File: config.mk
export PLATFORM = sky130hd
export DESIGN_NAME = utx_core
export DESIGN_NICKNAME = d
export VERILOG_FILES = /design/src/rtl/utx_pkg.sv /design/src/rtl/utx_baud16.sv /design/src/rtl/utx_hold.sv /design/src/rtl/utx_shifter.sv /design/src/rtl/utx_core.sv
export SDC_FILE = /design/constraint.sdc
export NUM_CORES = 1
export LEC_CHECK = 0
export ABC_AREA = 1
export ABC_CLOCK_PERIOD_IN_PS = 4600
export BUFFER_PORTS_ARGS = -buffer_cell sky130_fd_sc_hd__buf_2
export CAP_MARGIN = 40
export CORE_MARGIN = 2
export CORE_UTILIZATION = 32
export DETAILED_ROUTE_END_ITERATION = 8
export GPL_TIMING_DRIVEN = 0
export HOLD_SLACK_MARGIN = 0.1
export SYNTH_ARGS = -nofsm -noshare
export SYNTH_HDL_FRONTEND = slang
export SYNTH_SLANG_ARGS = --single-unit
File: constraint.sdc
create_clock -name clk -period 4.6 [get_ports clk]
set_input_delay 0.69 -clock clk [delete_from_list [all_inputs] [get_ports clk]]
set_output_delay 0.69 -clock clk [all_outputs]
set_load 0.03 [all_outputs]
File: src/rtl/utx_pkg.sv
// Package: shared sizes, mode codes and frame construction for the
// UART transmitter. Assumes at most 9 written bits and 2 stop bits.
package utx_pkg;

    localparam int DATA_W  = 9;
    localparam int FRAME_W = 12;   // start + 9 field bits + 2 stops
    localparam int LEN_W   = 4;

    localparam logic [2:0] MODE_P7   = 3'b011;
    localparam logic [2:0] MODE_D9   = 3'b100;
    localparam logic [2:0] MODE_WAKE = 3'b101;
    localparam logic [2:0] MODE_P8   = 3'b111;

    typedef struct packed {
        logic [FRAME_W-1:0] bits;  // bit 0 goes out first
        logic [LEN_W-1:0]   len;   // number of bit times in the frame
    } frame_t;

    // Keep only the bits the mode transmits.
    function automatic logic [DATA_W-1:0] mask_data(input logic [2:0] m,
                                                    input logic [DATA_W-1:0] d);
        logic [DATA_W-1:0] r;
        case (m)
            MODE_P7:            r = d & 9'h07F;
            MODE_D9, MODE_WAKE: r = d;
            default:            r = d & 9'h0FF;
        endcase
        return r;
    endfunction

    // Build the bit sequence and length of one frame.
    function automatic frame_t build_frame(input logic [2:0] m,
                                           input logic s2,
                                           input logic od,
                                           input logic [DATA_W-1:0] d);
        frame_t f;
        int     nf;
        f.bits    = '1;
        f.bits[0] = 1'b0;
        case (m)
            MODE_P7: begin
                f.bits[7:1] = d[6:0];
                f.bits[8]   = (^d[6:0]) ^ od;
                nf = 8;
            end
            MODE_D9, MODE_WAKE: begin
                f.bits[9:1] = d;
                nf = 9;
            end
            MODE_P8: begin
                f.bits[8:1] = d[7:0];
                f.bits[9]   = (^d[7:0]) ^ od;
                nf = 9;
            end
            default: begin
                f.bits[8:1] = d[7:0];
                nf = 8;
            end
        endcase
        f.len = LEN_W'(1 + nf + (s2 ? 2 : 1));
        return f;
    endfunction

endpackage

File: src/rtl/utx_baud16.sv
// Bit-rate divider: counts 16x ticks modulo OVS and flags the overflow.
// Assumes tick is a single-cycle strobe; counter held at zero while stopped.
module utx_baud16 #(
    parameter int OVS = 16
) (
    input  logic clk,
    input  logic rst_n,
    input  logic run_en,
    input  logic tick,
    output logic ovf
);
    localparam int CW = $clog2(OVS);
    localparam logic [CW-1:0] LAST = CW'(OVS - 1);

    logic [CW-1:0] cnt;

    assign ovf = run_en && tick && (cnt == LAST);

    // Free-running tick counter, cleared while the run control is low.
    always_ff @(posedge clk) begin
        if (!rst_n || !run_en) begin
            cnt <= '0;
        end else if (tick) begin
            cnt <= (cnt == LAST) ? '0 : cnt + 1'b1;
        end
    end

endmodule

File: src/rtl/utx_hold.sv
// Holding register: captures masked writes, empties when the shifter
// takes it, flags overwrites of a pending character. Assumes take only
// asserts while full.
module utx_hold (
    input  logic                       clk,
    input  logic                       rst_n,
    input  logic [2:0]                 mode,
    input  logic                       wr_en,
    input  logic [utx_pkg::DATA_W-1:0] wr_data,
    input  logic                       take,
    output logic [utx_pkg::DATA_W-1:0] hold_q,
    output logic                       hold_full,
    output logic                       collide
);

    // Write, hand-off and collision tracking.
    always_ff @(posedge clk) begin
        if (!rst_n) begin
            hold_q    <= '0;
            hold_full <= 1'b0;
            collide   <= 1'b0;
        end else if (wr_en) begin
            hold_q    <= utx_pkg::mask_data(mode, wr_data);
            hold_full <= 1'b1;
            if (hold_full && !take) collide <= 1'b1;
        end else if (take) begin
            hold_q    <= '0;
            hold_full <= 1'b0;
        end
    end

    // the collision flag never clears outside reset
    a_r10_collision_sticky: assert property (@(posedge clk) disable iff (!rst_n)
        collide |=> collide);

    // a hand-off without a new write leaves the readback at zero
    a_r8_cleared_on_take: assert property (@(posedge clk) disable iff (!rst_n)
        ($past(take) && !$past(wr_en)) |-> (hold_q == '0));

endmodule

File: src/rtl/utx_shifter.sv
// Frame shifter: loads a built frame, starts it on a counter overflow and
// emits one bit per overflow. Raises the hand-off and last-stop events.
// Assumes frame_in is stable while hold_full and frames are >= 10 bits.
module utx_shifter (
    input  logic              clk,
    input  logic              rst_n,
    input  logic              ovf,
    input  logic              hold_full,
    input  utx_pkg::frame_t   frame_in,
    output logic              take,
    output logic              txd,
    output logic              empty_evt,
    output logic              done_evt
);
    import utx_pkg::*;

    typedef enum logic [1:0] {S_IDLE, S_PEND, S_SEND} state_t;

    state_t             state;
    logic [FRAME_W-1:0] sh;
    logic [LEN_W-1:0]   left;
    logic               sh_free;

    assign sh_free = (state == S_IDLE) || ((state == S_SEND) && (left == '0));
    assign take    = hold_full && sh_free;

    // Frame sequencing, line drive and event pulses.
    always_ff @(posedge clk) begin
        if (!rst_n) begin
            state     <= S_IDLE;
            sh        <= '0;
            left      <= '0;
            txd       <= 1'b1;
            empty_evt <= 1'b0;
            done_evt  <= 1'b0;
        end else begin
            empty_evt <= 1'b0;
            done_evt  <= 1'b0;
            if (take) begin
                empty_evt <= 1'b1;
                if (ovf) begin
                    txd   <= frame_in.bits[0];
                    sh    <= frame_in.bits >> 1;
                    left  <= frame_in.len - LEN_W'(1);
                    state <= S_SEND;
                end else begin
                    sh    <= frame_in.bits;
                    left  <= frame_in.len;
                    state <= S_PEND;
                end
            end else if (ovf) begin
                case (state)
                    S_PEND: begin
                        txd   <= sh[0];
                        sh    <= sh >> 1;
                        left  <= left - LEN_W'(1);
                        state <= S_SEND;
                    end
                    S_SEND: begin
                        if (left != '0) begin
                            txd  <= sh[0];
                            sh   <= sh >> 1;
                            left <= left - LEN_W'(1);
                            if (left == LEN_W'(1)) done_evt <= 1'b1;
                        end else begin
                            state <= S_IDLE;
                        end
                    end
                    default: txd <= 1'b1;
                endcase
            end
        end
    end

    // the line rests high outside an active frame
    a_r9_idle_high: assert property (@(posedge clk) disable iff (!rst_n)
        (state != S_SEND) |-> txd);

    // the frame-end event is a single-cycle pulse
    a_r7_done_single: assert property (@(posedge clk) disable iff (!rst_n)
        done_evt |=> !done_evt);

    // the line only moves on a counter overflow
    a_r5_moves_on_ovf: assert property (@(posedge clk) disable iff (!rst_n)
        !$stable(txd) |-> $past(ovf));

endmodule

File: src/rtl/utx_core.sv
// UART transmitter top: holding register, bit-rate counter and frame
// shifter. Assumes tick16 is a one-cycle strobe at 16x the bit rate and
// that mode, stop and parity controls are steady while characters are queued.
module utx_core #(
    parameter int OVS = 16
) (
    input  logic       clk,
    input  logic       rst_n,
    input  logic       run_en,
    input  logic       tick16,
    input  logic [2:0] mode,
    input  logic       two_stop,
    input  logic       odd_parity,
    input  logic       wr_en,
    input  logic [8:0] wr_data,
    output logic       txd,
    output logic       buf_free_evt,
    output logic       frame_end_evt,
    output logic [8:0] hold_rd,
    output logic       wr_collision
);

    logic            ovf;
    logic            take;
    logic            hold_full;
    utx_pkg::frame_t frame;

    utx_baud16 #(.OVS(OVS)) u_baud (
        .clk    (clk),
        .rst_n  (rst_n),
        .run_en (run_en),
        .tick   (tick16),
        .ovf    (ovf)
    );

    utx_hold u_hold (
        .clk       (clk),
        .rst_n     (rst_n),
        .mode      (mode),
        .wr_en     (wr_en),
        .wr_data   (wr_data),
        .take      (take),
        .hold_q    (hold_rd),
        .hold_full (hold_full),
        .collide   (wr_collision)
    );

    // Frame image built from the pending character and current controls.
    always_comb begin
        frame = utx_pkg::build_frame(mode, two_stop, odd_parity, hold_rd);
    end

    utx_shifter u_shift (
        .clk       (clk),
        .rst_n     (rst_n),
        .ovf       (ovf),
        .hold_full (hold_full),
        .frame_in  (frame),
        .take      (take),
        .txd       (txd),
        .empty_evt (buf_free_evt),
        .done_evt  (frame_end_evt)
    );

endmodule

==> results.sh <==
export IMPL_worst_slew_pin_transition_ns=0.6184
export IMPL_yosys_top_cells_area="sky130_fd_sc_hd__dfxtp_1 35%, sky130_fd_sc_hd__nand2_1 15%, sky130_fd_sc_hd__a21oi_1 7.9%, sky130_fd_sc_hd__ha_1 6.2%, sky130_fd_sc_hd__inv_1 5.5%"
export IMPL_initial_antenna_violation_count=0
export IMPL_worst_clock_skew_ns=0.01069
export IMPL_globalRouteMet2Util_pct=24.07
export IMPL_reg2regPathDepth=12
export IMPL_pwr_density_cell_nw_per_um2=318.0
export IMPL_tritoncts_num_sinks=36
export IMPL_clk_transition_reported_paths_ns=0.08
export IMPL_syn_avg_cell_area_um2=7.084
export IMPL_yosys_register_bits=36
export IMPL_portBuffers=30
export IMPL_run_status="complete, no violations"
export IMPL_gp_congestion=0.8130
export IMPL_ys_top_cells_by_count="80 x sky130_fd_sc_hd__nand2_1, 36 x sky130_fd_sc_hd__dfxtp_1, 32 x sky130_fd_sc_hd__a21oi_1"
export IMPL_mappedNetlistArea_um2=2033
export IMPL_irDropWorstVdd_mv=0.1327
export IMPL_post_cts_repair_setup_buffers=0
export IMPL_fin_worst_hold_slack_ns=0.4691
export IMPL_setup_viol=0
export IMPL_cts_buffer_depth=2
export IMPL_placement_setup_worst_slack_ns=2.537
export IMPL_design_die_area_um2=7007
export IMPL_post_synthesis_sequential_area_ratio_pct=35.45
export IMPL_fin_nets=353
export IMPL_grtUsageTotal_pct=14.27
export IMPL_ioPinCount=32
export IMPL_post_route_worst_setup_slack_ns=2.612
export IMPL_synthFlopType="sky130_fd_sc_hd__dfxtp_1"
export IMPL_placement_rows=29
export IMPL_antenna_violation_net_count_after_detailed_routing=0
export IMPL_use_met1_pct=17.76
export IMPL_cts_root_buffer="sky130_fd_sc_hd__clkbuf_8"
export IMPL_async_flop_share_pct=0
export IMPL_maximum_fanout_along_the_worst_path=10
export IMPL_drt_iter0_drc=123
export IMPL_clk_insertion_delay_late_ns=0.30
export IMPL_num_vias=1903
export IMPL_synth_most_common_cell="sky130_fd_sc_hd__nand2_1"
export IMPL_finalWirelength_um=4748
export IMPL_drc=0
export IMPL_synth_cell_types=38
export IMPL_number_of_enable_type_register_cells_in_the_synthesized_netlist=0
export IMPL_clock_fmax_ghz=0.5029
export IMPL_h_tree_depth=2
export IMPL_area_delta_synth_final_pct=16.55
export IMPL_fin_area_um2=2370
export IMPL_globalRouteMet3Util_pct=3.264
export IMPL_worstPathRequired_ns=4.82
export IMPL_crit_type="flip-flop to flip-flop"
export IMPL_drive_gt1_share_pct=20.00
export IMPL_start_util_pct=32.58
export IMPL_synthDominantCellAreaShare_pct=35.45
export IMPL_post_synthesis_cell_count=287
export IMPL_antennaDiodeCount=0
export IMPL_min_period_over_period_pct=43.23
export IMPL_grt_busiest_layer="met2"
export IMPL_synth_area_leader_cell="sky130_fd_sc_hd__dfxtp_1"
export IMPL_core_area_um2=6241
export IMPL_cts_made_buffers=5
export IMPL_first_pass_grt_wire_length_um=8217
export IMPL_maximum_number_of_pins_on_one_net_before_global_route_repair=11
export IMPL_post_dp_cell_area_um2=2280
export IMPL_grt_ovfl_total=0
export IMPL_route_detailed_wl_per_inst_um=11.81
export IMPL_vias_per_cell=4.734
export IMPL_grt_setup_unrepaired="false"
export IMPL_slew_viol_final=0
export IMPL_cts_tree="done"
export IMPL_number_of_global_route_vias_before_repair=1833
export IMPL_cap_violations=0
export IMPL_hold_violations=0
export IMPL_finalWorstPathRequiredPeriod_ns=1.988
export IMPL_die_w_um=83.71
export IMPL_cp_start_kind="flip-flop"
export IMPL_tns_ns=0
export IMPL_hold_path_depth=2
export IMPL_cp_arrival_ns=2.21
export IMPL_die_y_um=83.71
export IMPL_postCtsResizedCells=0
export IMPL_min_path_type="flip-flop to flip-flop"
export IMPL_firstDrtPassIters=6
export IMPL_critPathCaptureType="flip-flop"
export IMPL_timing_slew_headroom_pct=58.77
export IMPL_synth_yosys_warnings=0
export IMPL_dpl_hpwl_um=3522
export IMPL_fillCellCount=679
export IMPL_synth_nets=316
export IMPL_post_cts_hold_buffer_count=0
export IMPL_p_leak_nw=1.067
export IMPL_layout_core_utilization_pct=37.97
final timing paths:
path / end / slack, ns / start
max: u_shift.sh[2] / 2.61 / u_shift.left[1]
min reg2reg: u_shift.txd / 0.47 / u_shift.txd
min: u_shift.txd / 0.47 / u_shift.txd
max reg2reg: u_shift.sh[2] / 2.61 / u_shift.left[1]
routing by layer:
metal | share of wire, % | vias up
met1 | 49 | 859
met2 | 47 | 28
met5 | 0 | -
met3 | 2.8 | 5
li1 | - | 1011
met4 | 1.3 | 0
per-stage QoR:
step           power (mW)  instances
2_1_floorplan      0.4777        287
3_3_place_gp       0.5195        394
3_5_place_dp       0.5230        394
4_1_cts            0.7594        402
5_1_grt            0.8018        402
6_report           0.7535        402
area by class of cell:
cell class                      count  area (µm²)  area share [%]
Sequential cell                    36       720.7           30.41
Inverter                           35       141.4           5.966
Buffer                              9       71.32           3.010
Tap cell                           77       96.34           4.065
Multi-Input combinational cell    207        1100           46.41
Timing Repair Buffer               30       150.1           6.336
Clock buffer                        8       90.09           3.801
placed cells by master, fill, tap and decap left out, types with 3 or more instances in the layout:
master	instances
sky130_fd_sc_hd__clkbuf_1	5
sky130_fd_sc_hd__nand2_1	80
sky130_fd_sc_hd__clkbuf_8	6
sky130_fd_sc_hd__o21ai_0	18
sky130_fd_sc_hd__o21ai_1	3
sky130_fd_sc_hd__a21oi_1	32
sky130_fd_sc_hd__a22oi_1	4
sky130_fd_sc_hd__nand2_2	3
sky130_fd_sc_hd__a21oi_2	5
sky130_fd_sc_hd__ha_1	10
sky130_fd_sc_hd__nand3_1	12
sky130_fd_sc_hd__nor2_1	17
sky130_fd_sc_hd__buf_2	32
sky130_fd_sc_hd__dfxtp_1	36
sky130_fd_sc_hd__inv_1	30
worst max-delay path, cell delays in order, from the launching register on:
cell	delay, ns
sky130_fd_sc_hd__dfxtp_1	0.30
sky130_fd_sc_hd__inv_1	0.14
sky130_fd_sc_hd__ha_1	0.16
sky130_fd_sc_hd__nor3b_2	0.26
sky130_fd_sc_hd__nand2_1	0.12
sky130_fd_sc_hd__nand2_1	0.07
sky130_fd_sc_hd__nand2_1	0.07
sky130_fd_sc_hd__buf_6	0.15
sky130_fd_sc_hd__clkinv_4	0.07
sky130_fd_sc_hd__nand2_1	0.12
sky130_fd_sc_hd__inv_1	0.21
sky130_fd_sc_hd__a22oi_1	0.09
sky130_fd_sc_hd__a21oi_1	0.13
kinds of logic (layout without fill, tap and decap cells):
family	count (synthesis)	in the layout	share of synthesized area [%]
simple gates	123	123	26.28
compound gates	72	72	20.80
buf+inv	44	82	10.46
flops	36	36	35.45
fa+ha+maj	10	10	6.154
xor+xnor	2	2	0.8617
where the power goes:
group          total [mW]  leakage, nW  internal [mW]  switching (mW)
logic               0.165        0.727         0.0628           0.102
registers           0.350        0.295          0.332          0.0172
clock network       0.239       0.0455          0.122           0.117
state kept, by name (all words and copies together) (netlist names):
| register | cells |
|---|---|
| u_shift.state | 2 |
| u_shift.txd | 1 |
| u_hold.hold_full | 1 |
| u_baud.cnt | 4 |
| u_shift.left | 4 |
| u_shift.empty_evt | 1 |
| u_hold.hold_q | 9 |
| u_shift.sh | 12 |
| u_shift.done_evt | 1 |
| u_hold.collide | 1 |
Power figures use the tool's default switching activity.
